--- src/rtl/tc_pkg.sv ---
package tc_pkg;

  typedef enum logic [3:0] {
    CAUSE_IRQ     = 4'd0,
    CAUSE_FETCH   = 4'd1,
    CAUSE_ILLEGAL = 4'd2,
    CAUSE_OVF     = 4'd3,
    CAUSE_DATA    = 4'd4
  } cause_e;

  // Per-slot tag carried down the pipe next to the PC
  typedef struct packed {
    logic   valid;
    logic   exc;
    cause_e code;
  } slot_tag_t;

  // Cause produced by the checker of each stage (0 fetch .. 3 memory)
  function automatic cause_e stage_cause(input int s);
    case (s)
      0:       return CAUSE_FETCH;
      1:       return CAUSE_ILLEGAL;
      2:       return CAUSE_OVF;
      default: return CAUSE_DATA;
    endcase
  endfunction

endpackage

--- src/rtl/tc_stage.sv ---
module tc_stage
  import tc_pkg::*;
#(
  parameter int XLEN = 32
) (
  input  logic             clk,
  input  logic             rst,
  input  logic             flush,
  input  slot_tag_t        tag_i,
  input  logic [XLEN-1:0]  pc_i,
  input  logic             fault_i,
  input  cause_e           code_i,
  output slot_tag_t        tag_o,
  output logic [XLEN-1:0]  pc_o
);

  slot_tag_t       tag_q;
  logic [XLEN-1:0] pc_q;

  always_ff @(posedge clk) begin
    if (rst || flush) begin
      tag_q <= '0;
    end else begin
      tag_q <= tag_i;
    end
    if (rst) pc_q <= '0;
    else     pc_q <= pc_i;
  end

  // A fault detected here only counts if no earlier stage already flagged one
  always_comb begin
    tag_o = tag_q;
    if (tag_q.valid && !tag_q.exc && fault_i) begin
      tag_o.exc  = 1'b1;
      tag_o.code = code_i;
    end
  end

  assign pc_o = pc_q;

endmodule

--- src/rtl/tc_commit.sv ---
module tc_commit
  import tc_pkg::*;
(
  input  slot_tag_t m_tag,
  input  logic      irq,
  output logic      take,
  output cause_e    cause
);

  always_comb begin
    take  = m_tag.valid && (irq || m_tag.exc);
    cause = irq ? CAUSE_IRQ : m_tag.code;
  end

endmodule

--- src/rtl/tc_trap_regs.sv ---
module tc_trap_regs
  import tc_pkg::*;
#(
  parameter int XLEN = 32
) (
  input  logic             clk,
  input  logic             rst,
  input  logic             take,
  input  cause_e           cause_in,
  input  logic [XLEN-1:0]  trap_pc,
  input  logic [XLEN-1:0]  handler_base,
  input  logic             retire,
  input  logic [XLEN-1:0]  retire_pc,
  output logic             wb_valid,
  output logic [XLEN-1:0]  wb_pc,
  output logic             redirect_valid,
  output logic [XLEN-1:0]  redirect_pc,
  output logic [3:0]       cause_q,
  output logic [XLEN-1:0]  epc_q
);

  always_ff @(posedge clk) begin
    if (rst) begin
      wb_valid       <= 1'b0;
      wb_pc          <= '0;
      redirect_valid <= 1'b0;
      redirect_pc    <= '0;
      cause_q        <= '0;
      epc_q          <= '0;
    end else begin
      wb_valid       <= retire;
      redirect_valid <= take;
      if (retire) wb_pc <= retire_pc;
      if (take) begin
        redirect_pc <= handler_base;
        cause_q     <= cause_in;
        epc_q       <= trap_pc;
      end
    end
  end

endmodule

--- src/rtl/trap_commit_ctrl.sv ---
module trap_commit_ctrl
  import tc_pkg::*;
#(
  parameter int XLEN = 32
) (
  input  logic             clk,
  input  logic             rst,
  input  logic             fetch_valid_i,
  input  logic [XLEN-1:0]  fetch_pc_i,
  input  logic             fetch_fault_i,
  input  logic             dec_illegal_i,
  input  logic             ex_overflow_i,
  input  logic             mem_fault_i,
  input  logic             irq_i,
  input  logic [XLEN-1:0]  handler_base_i,
  output logic [3:0]       kill_o,
  output logic             store_ok_o,
  output logic             wb_valid_o,
  output logic [XLEN-1:0]  wb_pc_o,
  output logic             redirect_valid_o,
  output logic [XLEN-1:0]  redirect_pc_o,
  output logic [3:0]       cause_o,
  output logic [XLEN-1:0]  epc_o
);

  localparam int NSTAGE = 4;
  localparam int MSTG   = NSTAGE - 1;

  slot_tag_t       view    [NSTAGE];
  logic [XLEN-1:0] pcv     [NSTAGE];
  logic [NSTAGE-1:0] stage_fault;
  logic [NSTAGE-1:0] kill;
  logic            take;
  cause_e          trap_cause;

  assign stage_fault = {mem_fault_i, ex_overflow_i, dec_illegal_i, 1'b0};

  // Fetch slot view
  always_comb begin
    view[0].valid = fetch_valid_i;
    view[0].exc   = fetch_valid_i && fetch_fault_i;
    view[0].code  = stage_cause(0);
  end
  assign pcv[0] = fetch_pc_i;

  for (genvar s = 1; s < NSTAGE; s++) begin : g_stage
    tc_stage #(.XLEN(XLEN)) u_stg (
      .clk     (clk),
      .rst     (rst),
      .flush   (kill[s-1]),
      .tag_i   (view[s-1]),
      .pc_i    (pcv[s-1]),
      .fault_i (stage_fault[s]),
      .code_i  (stage_cause(s)),
      .tag_o   (view[s]),
      .pc_o    (pcv[s])
    );
  end

  tc_commit u_commit (
    .m_tag (view[MSTG]),
    .irq   (irq_i),
    .take  (take),
    .cause (trap_cause)
  );

  // Memory, execute, decode die on a trap; fetch also dies during the redirect cycle
  assign kill = {{(NSTAGE-1){take}}, take | redirect_valid_o};

  tc_trap_regs #(.XLEN(XLEN)) u_regs (
    .clk            (clk),
    .rst            (rst),
    .take           (take),
    .cause_in       (trap_cause),
    .trap_pc        (pcv[MSTG]),
    .handler_base   (handler_base_i),
    .retire         (view[MSTG].valid && !take),
    .retire_pc      (pcv[MSTG]),
    .wb_valid       (wb_valid_o),
    .wb_pc          (wb_pc_o),
    .redirect_valid (redirect_valid_o),
    .redirect_pc    (redirect_pc_o),
    .cause_q        (cause_o),
    .epc_q          (epc_o)
  );

  assign kill_o     = kill;
  assign store_ok_o = view[MSTG].valid && !take;

endmodule

--- config.mk ---
export PLATFORM = sky130hd
export DESIGN_NAME = trap_commit_ctrl
export DESIGN_NICKNAME = d
export VERILOG_FILES = /design/src/rtl/tc_pkg.sv /design/src/rtl/tc_stage.sv /design/src/rtl/tc_commit.sv /design/src/rtl/tc_trap_regs.sv /design/src/rtl/trap_commit_ctrl.sv
export SDC_FILE = /design/constraint.sdc
export NUM_CORES = 1
export LEC_CHECK = 0
export CAP_MARGIN = 20
export CORE_MARGIN = 3
export CORE_UTILIZATION = 45
export CTS_CLUSTER_SIZE = 40
export DETAILED_ROUTE_END_ITERATION = 10
export GPL_ROUTABILITY_DRIVEN = 0
export PLACE_DENSITY = 0.74
export SYNTH_ARGS = -nofsm -noshare
export SYNTH_HDL_FRONTEND = slang
export SYNTH_HIERARCHICAL = 1
export SYNTH_SLANG_ARGS = --single-unit
export TNS_END_PERCENT = 1
--- constraint.sdc ---
create_clock -name clk -period 2.8 [get_ports clk]
set_clock_uncertainty 0.15 [all_clocks]
set_input_delay 0.56 -clock clk [delete_from_list [all_inputs] [get_ports clk]]
set_output_delay 0.56 -clock clk [all_outputs]
set_load 0.01 [all_outputs]
### Word-level counts from Yosys, hierarchy flattened

Index checks and enable logic that the tools add are counted.

| storage, ports and cells | value |
|---|---|
| word-level logic and storage cells | 44 |
| output and inout bits | 107 |
| register bits after elaboration | 211 |
| bits of input ports | 72 |

| cells by class | value |
|---|---|
| muxes and demuxes | 5 |
| reductions and logical operators | 18 |
| bitwise logic cells | 1 |

Operators by type and width:

| operator | number |
|---|---|
| $mux 5 | 3 |
| $logic_and 1x1->1 | 9 |
| $logic_not 1->1 | 4 |
| $mux 4 | 1 |
| $reduce_or 2->1 | 2 |
| $logic_or 1x1->1 | 3 |
| $mux 1 | 1 |
| $or 1x1->1 | 1 |

### Depth between registers and ports, before layout

| logic depth | value |
|---|---|
| depth after elaboration | 9 |
| mapped depth | 7 |
| gate-level depth less buffers | 5 |

### Cells and area by module

Netlist, hierarchy kept.

By module, submodules not included:

| module | seq. area each (µm²) | cells each | area an instance (µm²) | times used |
|---|---|---|---|---|
| tc_trap_regs | 2042.0 | 327 | 3577.2 | 1 |
| tc_stage | 760.7 | 87 | 1113.6 | 3 |
| trap_commit_ctrl | 0.0 | 8 | 51.3 | 1 |
| tc_commit | 0.0 | 5 | 32.5 | 1 |

### Worst setup path before layout

OpenSTA, ideal clock, no wires.

| path | value |
|---|---|
| kind | in2reg |
| start | in mem_fault_i |
| end | reg u_regs.wb_pc[10] |
| required time | 2522 ps |
| stages on the path | 7 |
| path buffers | 2 |
| arrival | 1831 ps |
| slack | 691 ps |
| setup time | 128 ps |
| cells stage by stage | a21o_2 o21a_1 and2b_2 buf_2 buf_4 mux2i_1 nor2_1 |

| between the ends | value |
|---|---|
| longest elaborated chain between the ends | 6 |

RTL lines:

| element | line | RTL |
|---|---|---|
| start: declaration | trap_commit_ctrl.sv:13 | `input logic mem_fault_i,` |
| $logic_and 1x1->1 | tc_stage.sv:33 | `if (tag_q.valid && !tag_q.exc && fault_i) begin` |
| $mux 5 | tc_stage.sv:33 |  |
| $logic_or 1x1->1 | tc_commit.sv:11 | `take = m_tag.valid && (irq \|\| m_tag.exc);` |
| $logic_and 1x1->1 | tc_commit.sv:11 |  |
| via take | trap_commit_ctrl.sv:33 | `logic take;` |
| $logic_not 1->1 | n/a |  |
| $logic_and 1x1->1 | n/a |  |
| via store_ok_o | trap_commit_ctrl.sv:17 | `output logic store_ok_o,` |
| end signal: assignment | tc_trap_regs.sv:33 | `if (retire) wb_pc <= retire_pc;` |
| end: declaration | tc_trap_regs.sv:15 | `output logic [XLEN-1:0] wb_pc,` |

The timed path passes the listed nets, and every way through them passes these cells.
A chain may end at the register's enable or synchronous reset.

==> flow_summary.json <==
{
  "status": "finished, final reports clean",
  "fin_tns_setup_ps": 0,
  "cts_setup_buffers": 0,
  "path_class": "in -> out",
  "clockBufferDepth": 3,
  "p_leak_nw": 3.68,
  "finalSetupViolations": 0,
  "numCtsBuffers": 22,
  "power_mw": 6.19,
  "hp-class": "reg -> reg",
  "timing.rr.start": "g_stage[3].u_stg/tag_o[5]$_SDFF_PP0_",
  "cts_resized": 2,
  "synth_top_cells_by_count": "dfxtp_1 (216), nor2_1 (103), nor2b_1 (102), mux2i_1 (100), and2_1 (19)",
  "overflow": 0,
  "yosysTopAreaCell": "dfxtp_1",
  "syn_area_sq_um": 7000,
  "grt_max_degree": 72,
  "r2r_cells": 6,
  "cts.htree.levels": 1,
  "insertedDiodeCount": 0,
  "layout.cells.non_filler": 987,
  "fin_crit_sh": 0.977,
  "vias": 4425,
  "cts_hold_buf": 0,
  "irDropWorstVdd_mv": 0.473,
  "powerDensity_nw_per_um2": 644,
  "grt_pass1_wl_microns": 21400,
  "arrival_ps": 2030,
  "port_buffers": 178,
  "slowest_delay_ps": 480,
  "drtAntennaViolNets": 0,
  "synthArstFlopShare": 0,
  "hold_viol": 0,
  "grt_pass1_vias": 4520,
  "antenna_found_initial": 0,
  "yosys-top-cells-area": "dfxtp_1 (62%), mux2i_1 (14%), nor2b_1 (9.1%), nor2_1 (5.5%), mux2_4 (2.6%)",
  "synthDistinctLibCells": 17,
  "drcViolationCount": 0,
  "pin_count": 179,
  "post-synth-top-area-fraction": 0.618,
  "yosysMostFrequentCell": "dfxtp_1",
  "wl_per_cell_microns": 13.7,
  "drtIter0Drc": 122,
  "min_to": "g_stage[3].u_stg/pc_o[8]$_SDFF_PP0_",
  "drv_slew": 0,
  "worstMarginPinSlew_ps": 740,
  "crit_family": "buffers and inverters",
  "r2r-end": "u_regs/wb_pc[18]$_SDFFE_PP0P_",
  "synth_enable_flop_cells": 0,
  "seq_area_sq_um": 4320,
  "synth-seq-area-share": 0.618,
  "crit_top_cell": "clkdlybuf4s50_1",
  "start_util": 0.471,
  "fillCellCount": 1168,
  "clock_latency_ps": 480,
  "synthFlopType": "dfxtp_1",
  "core_sq_um": 14900,
  "dr.pass1.iters": 4,
  "finalCriticalPeriod_ps": 2740,
  "rows": 44,
  "area_delta_synth_final_pct": 37.4,
  "clk_pin_slew_ps": 60,
  "grt_usage": 0.154,
  "max_freq_ghz": 0.365,
  "nNetsFinal": 862,
  "post_drt_via_cell_ratio": 4.48,
  "hpwl_microns": 9520,
  "die_area_sq_um": 17100,
  "synth_seq_cells": 216,
  "chipHeight_microns": 131,
  "path_buf_inv": 3,
  "crit_required_ps": 2090,
  "path_max_fanout": 5,
  "cp-end-kind": "output port",
  "cts.sinks": 216,
  "drive_gt1_frac": 0.0809,
  "syn_inst": 601,
  "multi_input_area_sq_um": 2500,
  "placed_cells": 950,
  "ys_warn_count": 6,
  "cts_tree": "yes",
  "worstHoldStart": "g_stage[2].u_stg/pc_o[8]$_SDFF_PP0_",
  "syn_area_per_cell_sq_um": 11.7,
  "cp_cell_sequence": "clkdlybuf4s50_1, a21o_2, o21a_4, buf_4, clkdlybuf4s50_1",
  "fp.dieW_microns": 131,
  "drv_cap": 0,
  "cpMaxStageDelayCell": "clkdlybuf4s50_1",
  "wl_microns": 13500,
  "slew_headroom": 0.507,
  "ff2ff_setup_slack_ps": 680,
  "hold_depth": 1,
  "critPathLaunchType": "input port",
  "rsz0062_at_grt": "no",
  "root_buffer": "clkbuf_16"
}
registers in the layout, indices dropped and copies added, names as in the netlist:
register and cells:
g_stage.u_stg/pc_o 96, u_regs/epc_q 32, u_regs/redirect_pc 32, u_regs/wb_pc 32
g_stage.u_stg/tag_q 15, u_regs/cause_q 4, g_stage.u_stg/tag_o 3, u_regs/redirect_valid 1
u_regs/wb_valid 1
layout by cell type (no fill, tap or decap), types with 2 or more instances in the layout:
cell	netlist	final
dfxtp_1	216	216
clkdlybuf4s50_1	0	175
nor2_1	103	103
nor2b_1	102	102
mux2i_1	100	100
clkbuf_16	0	23
and2_1	19	19
conb_1	2	16
mux2_4	12	12
buf_4	15	10
clkbuf_8	0	5
clkbuf_1	6	4
clkinv_2	0	4
nand3b_4	3	3
a21o_2	3	3
dlygate4sd2_1	0	2
cell type report:
cell class / instances / area share
clock buffers: 32 / 0.0686
flip-flops and latches: 216 / 0.450
clock inverters: 5 / 0.00286
multi-input cells: 361 / 0.260
well taps: 184 / 0.0239
repair buffers: 189 / 0.195
through the flow:
stage / utilization / area, sq um / hold slack [ps] / worst slack [ps]
global placement: 0.601 / 8930 / 269 / -60.1
finish: 0.647 / 9620 / 282 / 63.2
detailed placement: 0.601 / 8930 / 271 / -62.3
global route: 0.647 / 9620 / 298 / 13.7
floorplan: - / 7050 / 264 / 691
CTS: 0.647 / 9620 / 285 / 51.2
how the worst max path moves through the flow:
stage          cells after the start         from  slack (ps)                             to
2_1_floorplan                      7  mem_fault_i         690  u_regs/wb_pc[10]$_SDFFE_PP0P_
3_3_place_gp                       5  mem_fault_i         -60                     store_ok_o
3_5_place_dp                       5  mem_fault_i         -60                     store_ok_o
4_1_cts                            5  mem_fault_i          50                      kill_o[1]
5_1_grt                            5  mem_fault_i          10                      kill_o[1]
6_report                           5  mem_fault_i          60                      kill_o[1]
power breakdown:
part,total (mW),internal [mW],switching [mW]
clock,2.71,1.62,1.09
sequential,3.18,3.15,0.0244
combinational,0.308,0.191,0.117
total,6.19,4.97,1.23
routing by layer:
layer | vias to the layer above | share of wire | global-route usage
met3 | 21 | 0.066 | 0.0411
met1 | 2003 | 0.41 | 0.180
met4 | 0 | 0.020 | 0.0411
met5 | - | 0 | 0.00294
met2 | 128 | 0.50 | 0.277
li1 | 2273 | - | -
cells by family after synthesis:
kind of cell / synth area share
compound gates: 0.00483
buf+inv: 0.0338
flops: 0.618
mux: 0.169
other cells: 0.00107
simple gates: 0.174
worst register-to-register path: stages (launching register included):
cell     delay (ps)
dfxtp_1         370
a21o_2          220
o21a_4          200
and2b_2         210
buf_4           470
mux2i_1         320
nor2_1           60
Power figures use the tool's default switching activity.
